File: src/rtl/bch_geom_pkg.sv
package bch_geom_pkg;
  localparam int META_BYTES  = 10;
  localparam int META_BITS   = META_BYTES * 8;
  localparam int GF_BITS     = 13;
  localparam int BASE_CHUNK  = 512;
  localparam int WIDE_CHUNK  = BASE_CHUNK * 2;
  localparam int STR_LIM_LO  = 40;
  localparam int STR_LIM_HI  = 62;
  localparam int AUX_OFS     = ((META_BYTES + 3) / 4) * 4;

  typedef enum logic [1:0] {
    G_IDLE,
    G_COUNT,
    G_RAW,
    G_POS
  } geom_state_e;
endpackage

File: src/rtl/bch_div.sv
module bch_div #(
  parameter int W = 18
) (
  input  logic         clk,
  input  logic         rst,
  input  logic         go,
  input  logic [W-1:0] dividend,
  input  logic [W-1:0] divisor,
  output logic         done,
  output logic [W-1:0] quo,
  output logic [W-1:0] rem
);
  localparam int CW = $clog2(W + 1);

  logic [W-1:0]  q_r, d_r, n_r;
  logic [W:0]    r_r;
  logic [CW-1:0] cnt;
  logic          run;
  logic [W:0]    shifted, diff;

  always_comb begin
    shifted = {r_r[W-1:0], q_r[W-1]};
    diff    = shifted - {1'b0, d_r};
  end

  always_ff @(posedge clk) begin
    if (rst) begin
      q_r  <= '0;
      d_r  <= '0;
      n_r  <= '0;
      r_r  <= '0;
      cnt  <= '0;
      run  <= 1'b0;
      done <= 1'b0;
    end else begin
      done <= 1'b0;
      if (go) begin
        q_r <= dividend;
        n_r <= dividend;
        d_r <= divisor;
        r_r <= '0;
        cnt <= CW'(W);
        run <= 1'b1;
      end else if (run) begin
        if (!diff[W]) begin
          r_r <= diff;
          q_r <= {q_r[W-2:0], 1'b1};
        end else begin
          r_r <= shifted;
          q_r <= {q_r[W-2:0], 1'b0};
        end
        cnt <= cnt - CW'(1);
        if (cnt == CW'(1)) begin
          run  <= 1'b0;
          done <= 1'b1;
        end
      end
    end
  end

  assign quo = q_r;
  assign rem = r_r[W-1:0];

  // quotient and remainder reconstruct the dividend
  a_r3_div_identity: assert property (@(posedge clk) disable iff (rst)
    done && d_r != '0 |->
      ((2*W)'(q_r) * (2*W)'(d_r) + (2*W)'(r_r) == (2*W)'(n_r)) && (r_r < {1'b0, d_r}));

  a_r10_div_one_shot: assert property (@(posedge clk) disable iff (rst)
    done |=> !done);
endmodule

File: src/rtl/bch_strength.sv
module bch_strength #(
  parameter int W     = 18,
  parameter int STR_W = 6
) (
  input  logic [W-1:0]     raw,
  input  logic             hi,
  output logic [STR_W-1:0] strength
);
  import bch_geom_pkg::*;

  logic [W-1:0] even_v, lim_v;

  always_comb begin
    even_v   = raw & ~W'(1);
    lim_v    = hi ? W'(STR_LIM_HI) : W'(STR_LIM_LO);
    strength = (even_v > lim_v) ? STR_W'(lim_v) : STR_W'(even_v);
  end
endmodule

File: src/rtl/bch_layout_pack.sv
module bch_layout_pack #(
  parameter int PAGE_W  = 15,
  parameter int SPARE_W = 11,
  parameter int CNT_W   = 6,
  parameter int CHUNK_W = 11,
  parameter int STR_W   = 6,
  parameter int L0_W    = CNT_W + 24,
  parameter int L1_W    = PAGE_W + 17
) (
  input  logic [CNT_W-1:0]   count,
  input  logic [STR_W-1:0]   strength,
  input  logic [CHUNK_W-1:0] chunk,
  input  logic [PAGE_W-1:0]  page,
  input  logic [SPARE_W-1:0] spare,
  output logic [L0_W-1:0]    first_word,
  output logic [L1_W-1:0]    page_word
);
  import bch_geom_pkg::*;

  logic [9:0]        chunk_fld;
  logic [4:0]        half_fld;
  logic [PAGE_W:0]   total;

  always_comb begin
    chunk_fld  = 10'(chunk >> 2);
    half_fld   = 5'(strength >> 1);
    total      = (PAGE_W+1)'(page) + (PAGE_W+1)'(spare);
    first_word = {count - CNT_W'(1), 8'(META_BYTES), half_fld, 1'b0, chunk_fld};
    page_word  = {total, half_fld, 1'b0, chunk_fld};
  end
endmodule

File: src/rtl/bch_geom_calc.sv
module bch_geom_calc #(
  parameter int PAGE_W  = 15,
  parameter int SPARE_W = 11,
  localparam int CNT_W   = PAGE_W - 9,
  localparam int CHUNK_W = 11,
  localparam int STR_W   = 6,
  localparam int L0_W    = CNT_W + 24,
  localparam int L1_W    = PAGE_W + 17
) (
  input  logic               clk,
  input  logic               rst,
  input  logic               start,
  input  logic [PAGE_W-1:0]  page_bytes,
  input  logic [SPARE_W-1:0] spare_bytes,
  input  logic               high_strength,
  output logic               busy,
  output logic               done,
  output logic               geom_err,
  output logic [CHUNK_W-1:0] chunk_bytes,
  output logic [CNT_W-1:0]   chunk_count,
  output logic [STR_W-1:0]   ecc_strength,
  output logic [L0_W-1:0]    layout_first,
  output logic [L1_W-1:0]    layout_page,
  output logic [PAGE_W-1:0]  mark_byte,
  output logic [2:0]         mark_bit,
  output logic [7:0]         aux_offset
);
  import bch_geom_pkg::*;

  localparam int DW = PAGE_W + 3;

  geom_state_e        st;
  logic [PAGE_W-1:0]  page_q;
  logic [SPARE_W-1:0] spare_q;
  logic               hi_q;
  logic [CHUNK_W-1:0] cs_q;
  logic [CNT_W-1:0]   cnt_q;
  logic [STR_W-1:0]   str_q;
  logic [DW-1:0]      eccb_q;

  logic               div_go, div_done;
  logic [DW-1:0]      div_n, div_d, div_q, div_r;

  logic [STR_W-1:0]   str_w;
  logic [CHUNK_W-1:0] cs_in;
  logic               early_err;
  logic [DW-1:0]      pos_w, cbits_w, mark_w;
  logic [L0_W-1:0]    l0_w;
  logic [L1_W-1:0]    l1_w;

  // chunk choice and R2 early rejection
  always_comb begin
    cs_in     = (spare_bytes > SPARE_W'(BASE_CHUNK)) ? CHUNK_W'(WIDE_CHUNK)
                                                     : CHUNK_W'(BASE_CHUNK);
    early_err = (spare_bytes > SPARE_W'(cs_in)) ||
                (spare_bytes < SPARE_W'(META_BYTES)) ||
                (page_bytes < PAGE_W'(cs_in));
    pos_w     = {page_q, 3'b000} - DW'(META_BITS);
    cbits_w   = DW'({cs_q, 3'b000});
    mark_w    = pos_w - div_q * eccb_q;
  end

  bch_div #(.W(DW)) u_div (
    .clk      (clk),
    .rst      (rst),
    .go       (div_go),
    .dividend (div_n),
    .divisor  (div_d),
    .done     (div_done),
    .quo      (div_q),
    .rem      (div_r)
  );

  bch_strength #(.W(DW), .STR_W(STR_W)) u_str (
    .raw      (div_q),
    .hi       (hi_q),
    .strength (str_w)
  );

  bch_layout_pack #(
    .PAGE_W (PAGE_W), .SPARE_W(SPARE_W), .CNT_W(CNT_W),
    .CHUNK_W(CHUNK_W), .STR_W(STR_W), .L0_W(L0_W), .L1_W(L1_W)
  ) u_pack (
    .count      (cnt_q),
    .strength   (str_q),
    .chunk      (cs_q),
    .page       (page_q),
    .spare      (spare_q),
    .first_word (l0_w),
    .page_word  (l1_w)
  );

  always_ff @(posedge clk) begin
    if (rst) begin
      st           <= G_IDLE;
      page_q       <= '0;
      spare_q      <= '0;
      hi_q         <= 1'b0;
      cs_q         <= '0;
      cnt_q        <= '0;
      str_q        <= '0;
      eccb_q       <= '0;
      div_go       <= 1'b0;
      div_n        <= '0;
      div_d        <= '0;
      done         <= 1'b0;
      geom_err     <= 1'b0;
      chunk_bytes  <= '0;
      chunk_count  <= '0;
      ecc_strength <= '0;
      layout_first <= '0;
      layout_page  <= '0;
      mark_byte    <= '0;
      mark_bit     <= '0;
    end else begin
      done   <= 1'b0;
      div_go <= 1'b0;
      case (st)
        G_IDLE: begin
          if (start) begin
            page_q  <= page_bytes;
            spare_q <= spare_bytes;
            hi_q    <= high_strength;
            cs_q    <= cs_in;
            if (early_err) begin
              done         <= 1'b1;
              geom_err     <= 1'b1;
              chunk_bytes  <= '0;
              chunk_count  <= '0;
              ecc_strength <= '0;
              layout_first <= '0;
              layout_page  <= '0;
              mark_byte    <= '0;
              mark_bit     <= '0;
            end else begin
              div_n  <= DW'(page_bytes);
              div_d  <= DW'(cs_in);
              div_go <= 1'b1;
              st     <= G_COUNT;
            end
          end
        end
        G_COUNT: begin
          if (div_done) begin
            cnt_q  <= CNT_W'(div_q);
            div_n  <= DW'({spare_q - SPARE_W'(META_BYTES), 3'b000});
            div_d  <= div_q * DW'(GF_BITS);
            div_go <= 1'b1;
            st     <= G_RAW;
          end
        end
        G_RAW: begin
          if (div_done) begin
            str_q  <= str_w;
            eccb_q <= DW'(str_w) * DW'(GF_BITS);
            div_n  <= pos_w;
            div_d  <= cbits_w + DW'(str_w) * DW'(GF_BITS);
            div_go <= 1'b1;
            st     <= G_POS;
          end
        end
        G_POS: begin
          if (div_done) begin
            st   <= G_IDLE;
            done <= 1'b1;
            if (div_r > cbits_w) begin
              geom_err     <= 1'b1;
              chunk_bytes  <= '0;
              chunk_count  <= '0;
              ecc_strength <= '0;
              layout_first <= '0;
              layout_page  <= '0;
              mark_byte    <= '0;
              mark_bit     <= '0;
            end else begin
              geom_err     <= 1'b0;
              chunk_bytes  <= cs_q;
              chunk_count  <= cnt_q;
              ecc_strength <= str_q;
              layout_first <= l0_w;
              layout_page  <= l1_w;
              mark_byte    <= mark_w[DW-1:3];
              mark_bit     <= mark_w[2:0];
            end
          end
        end
        default: st <= G_IDLE;
      endcase
    end
  end

  assign busy       = (st != G_IDLE);
  assign aux_offset = 8'(AUX_OFS);

  a_r10_done_pulse: assert property (@(posedge clk) disable iff (rst)
    done |=> !done);

  a_r11_capture_held: assert property (@(posedge clk) disable iff (rst)
    busy |=> $stable(page_q) && $stable(spare_q) && $stable(hi_q));

  a_r12_hold_results: assert property (@(posedge clk) disable iff (rst)
    !done |-> $stable(ecc_strength) && $stable(mark_byte) && $stable(mark_bit) &&
              $stable(layout_first) && $stable(layout_page) && $stable(geom_err));

  a_r4_even_clamped: assert property (@(posedge clk) disable iff (rst)
    done && !geom_err |->
      !ecc_strength[0] && (ecc_strength <= (hi_q ? STR_W'(STR_LIM_HI) : STR_W'(STR_LIM_LO))));

  a_r2_error_zeroes: assert property (@(posedge clk) disable iff (rst)
    done && geom_err |-> layout_first == '0 && layout_page == '0 && chunk_count == '0);
endmodule

File: config.mk
export PLATFORM = sky130hd
export DESIGN_NAME = bch_geom_calc
export DESIGN_NICKNAME = d
export VERILOG_FILES = /design/src/rtl/bch_geom_pkg.sv /design/src/rtl/bch_div.sv /design/src/rtl/bch_strength.sv /design/src/rtl/bch_layout_pack.sv /design/src/rtl/bch_geom_calc.sv
export SDC_FILE = /design/constraint.sdc
export NUM_CORES = 1
export LEC_CHECK = 0
export ABC_AREA = 1
export CORE_MARGIN = 1.5
export CORE_UTILIZATION = 35
export DETAILED_ROUTE_END_ITERATION = 16
export PLACE_DENSITY_LB_ADDON = 0.12
export SLEW_MARGIN = 40
export SYNTH_ARGS = -nofsm -noshare
export SYNTH_HDL_FRONTEND = slang
export SYNTH_HIERARCHICAL = 1
export SYNTH_SLANG_ARGS = --single-unit
File: constraint.sdc
create_clock -name clk -period 6.1 [get_ports clk]
set_clock_uncertainty 0.2 [all_clocks]
set_input_delay 1.22 -clock clk [delete_from_list [all_inputs] [get_ports clk]]
set_output_delay 1.22 -clock clk [all_outputs]
set_load 0.02 [all_outputs]
==> impl_metrics.py <==
metrics = {
    "worst_hold_path": {
        "timing.hold.worst.class": "reg -> reg",
    },
    "clock_tree": {
        "clock_tree_from_tritoncts": "done",
        "ctsRootBufferMaster": "clkbuf_16",
        "cts.clk_slew.worst_paths_ps": 60,
        "cts_buffer_depth": 3,
        "clock_insertion_delay_worst_skew_ps": 590,
        "number_of_buffers_inserted_during_clock_tree_synthesis": 31,
        "cts.repair.resized": 0,
        "htree_levels": 1,
        "cts_setup_buffers": 0,
        "cts.hold.buffers_added": 0,
        "clock_sinks": 245,
    },
    "sta": {
        "min_period_over_period": 0.890,
        "slew_headroom": 0.399,
        "hold_ws_ps": 259,
        "finalHoldViolations": 0,
        "max_freq_mhz": 184,
        "grt_setup_unrepaired": "no",
        "finalSetupViolCount": 0,
        "report.final.slew_viol_count": 0,
        "setup-tns-final_ps": 0,
        "transition_time_of_the_tightest_slew_check_pin_ps": 898,
        "post-route-min-period_ps": 5430,
    },
    "critical_path": {
        "critPathKind": "reg -> reg",
        "required_ps": 6340,
        "critPathCaptureType": "flop",
        "cp.arrival_ps": 5670,
        "cp-start-kind": "flop",
        "setup.reg_to_reg.worst_slack_ps": 670,
        "crit_path_max_fanout": 18,
    },
    "power_and_ir_drop": {
        "power.density_nw_per_um2": 363,
        "power_leakage_nw": 10.4,
        "total_power_mw": 8.11,
        "power.ir.vdd_worst_mv": 0.796,
    },
    "layout": {
        "layout.nets": 3146,
        "final_cell_mix": "nand2_1 (767), inv_1 (505), a21oi_1 (245)",
        "instances_no_fill": 3644,
        "drive_above_1_share": 0.0674,
        "flow.area_growth_from_synthesis_pct": 13.8,
        "final_core_util": 0.404,
        "final_common_cell": "nand2_1",
        "nFillCells": 5869,
    },
    "floorplanning": {
        "initial_core_util": 0.355,
        "ioPinCount": 144,
        "chip_height_um": 240,
        "row_count": 86,
        "floorplan.die_area_sq_um": 57600,
        "area_of_the_core_sq_um": 55300,
        "die-width_um": 240,
    },
    "yosys": {
        "mean_post_synth_cell_area_sq_um": 7.00,
        "synthDistinctLibCells": 54,
        "postSynthRegisterBits": 245,
        "most_common_flop_cell_mapped_by_yosys": "dfxtp_1",
        "synth.yosys.seq_area_share": 0.250,
        "synth-edff-count": 0,
        "yosysWarnings": 6,
        "synthesized_area_sq_um": 19700,
        "synth_cells": 2809,
        "asyncSetResetFlopFracSynth": 0,
    },
    "placed_design": {
        "port_buffers": 126,
        "routability_driven_placement_congestion_ratio": 0.910,
        "dp_hpwl_um": 45500,
        "place.detailed.instances": 3585,
    },
    "global_routing": {
        "via_count_of_the_first_global_routing_pass": 16700,
        "global_route_wire_length_before_repair_um": 92900,
        "grt_antenna_before_repair": 1,
        "grt_start_max_net_pins": 81,
        "remaining_overflow_grt": 0,
        "grtUsageTotal": 0.204,
    },
    "routing": {
        "drt_wl_total_um": 58800,
        "routed_via_density": 4.75,
        "drc_errors": 0,
        "vias": 17300,
        "first_iter_violations": 1125,
        "detail-route-antenna-nets": 0,
        "drt-wirelength-per-cell_um": 16.1,
        "dr.pass1.iters": 5,
    },
    "outcome": {
        "outcome": "completed",
    },
    "flow_run": {
        "max_cap_viol_count": 0,
    },
}
-- area by class of cell --
class | count | area [sq um] | share of cell area
well taps | 748 | 936 | 0.0419
flip-flops and latches | 245 | 4910 | 0.219
clock buffers | 39 | 866 | 0.0387
multi-input cells | 1924 | 12000 | 0.538
inverters | 512 | 1920 | 0.0859
diodes | 1 | 2.50 | 0.000112
clock inverters | 19 | 181 | 0.00811
repair buffers | 156 | 1510 | 0.0676
-- stage by stage --
| step | cell area (sq um) | setup WS [ps] |
|---|---|---|
| finish | 22400 | 671 |
| global route | 22400 | 342 |
| CTS | 22300 | 691 |
| detailed placement | 21300 | 697 |
| global placement | 21300 | 611 |
| floorplan | 19800 | 1060 |
-- metal layers --
layer	track usage	vias up	share of wire
li1	-	8704	-
met1	0.294	8143	0.49
met2	0.324	396	0.44
met3	0.0274	59	0.055
met4	0.0465	0	0.020
met5	0	-	0
-- flip-flops by register name (all words and copies together) (netlist names), 2 cells and up --
signal and cells:
mark_byte 15, str_q 6, u_div/d_r 18, spare_q 11
eccb_q 8, div_n 18, u_div/cnt 5, cs_q 2
chunk_bytes 2, st 2, cnt_q 6, page_q 15
ecc_strength 6, layout_page 32, u_div/r_r 18, mark_bit 3
layout_first 30, u_div/quo 18, chunk_count 6, div_d 18
-- worst max-delay path, cell delays in order (launching register included) --
cell and delay, ps:
dfxtp_1 870, nand2_1 100, inv_1 120, fa_1 430
inv_1 90, fa_1 440, fa_1 470, fa_1 550
inv_1 60, fa_1 530, inv_1 40, ha_1 340
a21oi_1 200, o21ai_0 150, nand2_1 90, nand4_1 130
a31oi_1 230, nand3_1 100, nand3_1 80, a21oi_1 60
-- kinds of logic after synthesis --
kind of cell	after synthesis	share of synthesized area
xor+xnor	64	0.0292
compound gates	420	0.118
fa+ha+maj	246	0.203
buf+inv	679	0.146
flops	245	0.250
simple gates	1150	0.253
other cells	5	0.000955
-- where the power goes --
part	switching, mW	internal (mW)
logic	2.94	1.38
clock network	0.772	1.10
registers	0.175	1.76
total	3.88	4.23
-- Yosys cell counts (24+ instances only) --
master    number  area share
o21ai_0       97       0.025
ha_1         125       0.080
clkbuf_1      82       0.016
dfxtp_1      245        0.25
nor2_1       137       0.026
nor3_1        25      0.0064
buf_4         59       0.023
xor2_1        44       0.020
a21oi_1      245       0.062
nand3_1      109       0.028
nand2_2       24      0.0076
fa_1         121        0.12
nand2_1      767        0.15
inv_1        505       0.096
-- worst paths after layout --
| kind | from | endpoint | cells after the start |
|---|---|---|---|
| max reg2reg | eccb_q[2] | mark_byte[14] | 19 |
| min reg2reg | div_d[14] | div_d[14] | 2 |
| max | eccb_q[2] | mark_byte[14] | 19 |
| min | div_d[14] | div_d[14] | 2 |
(Power assumes the default switching activity.)
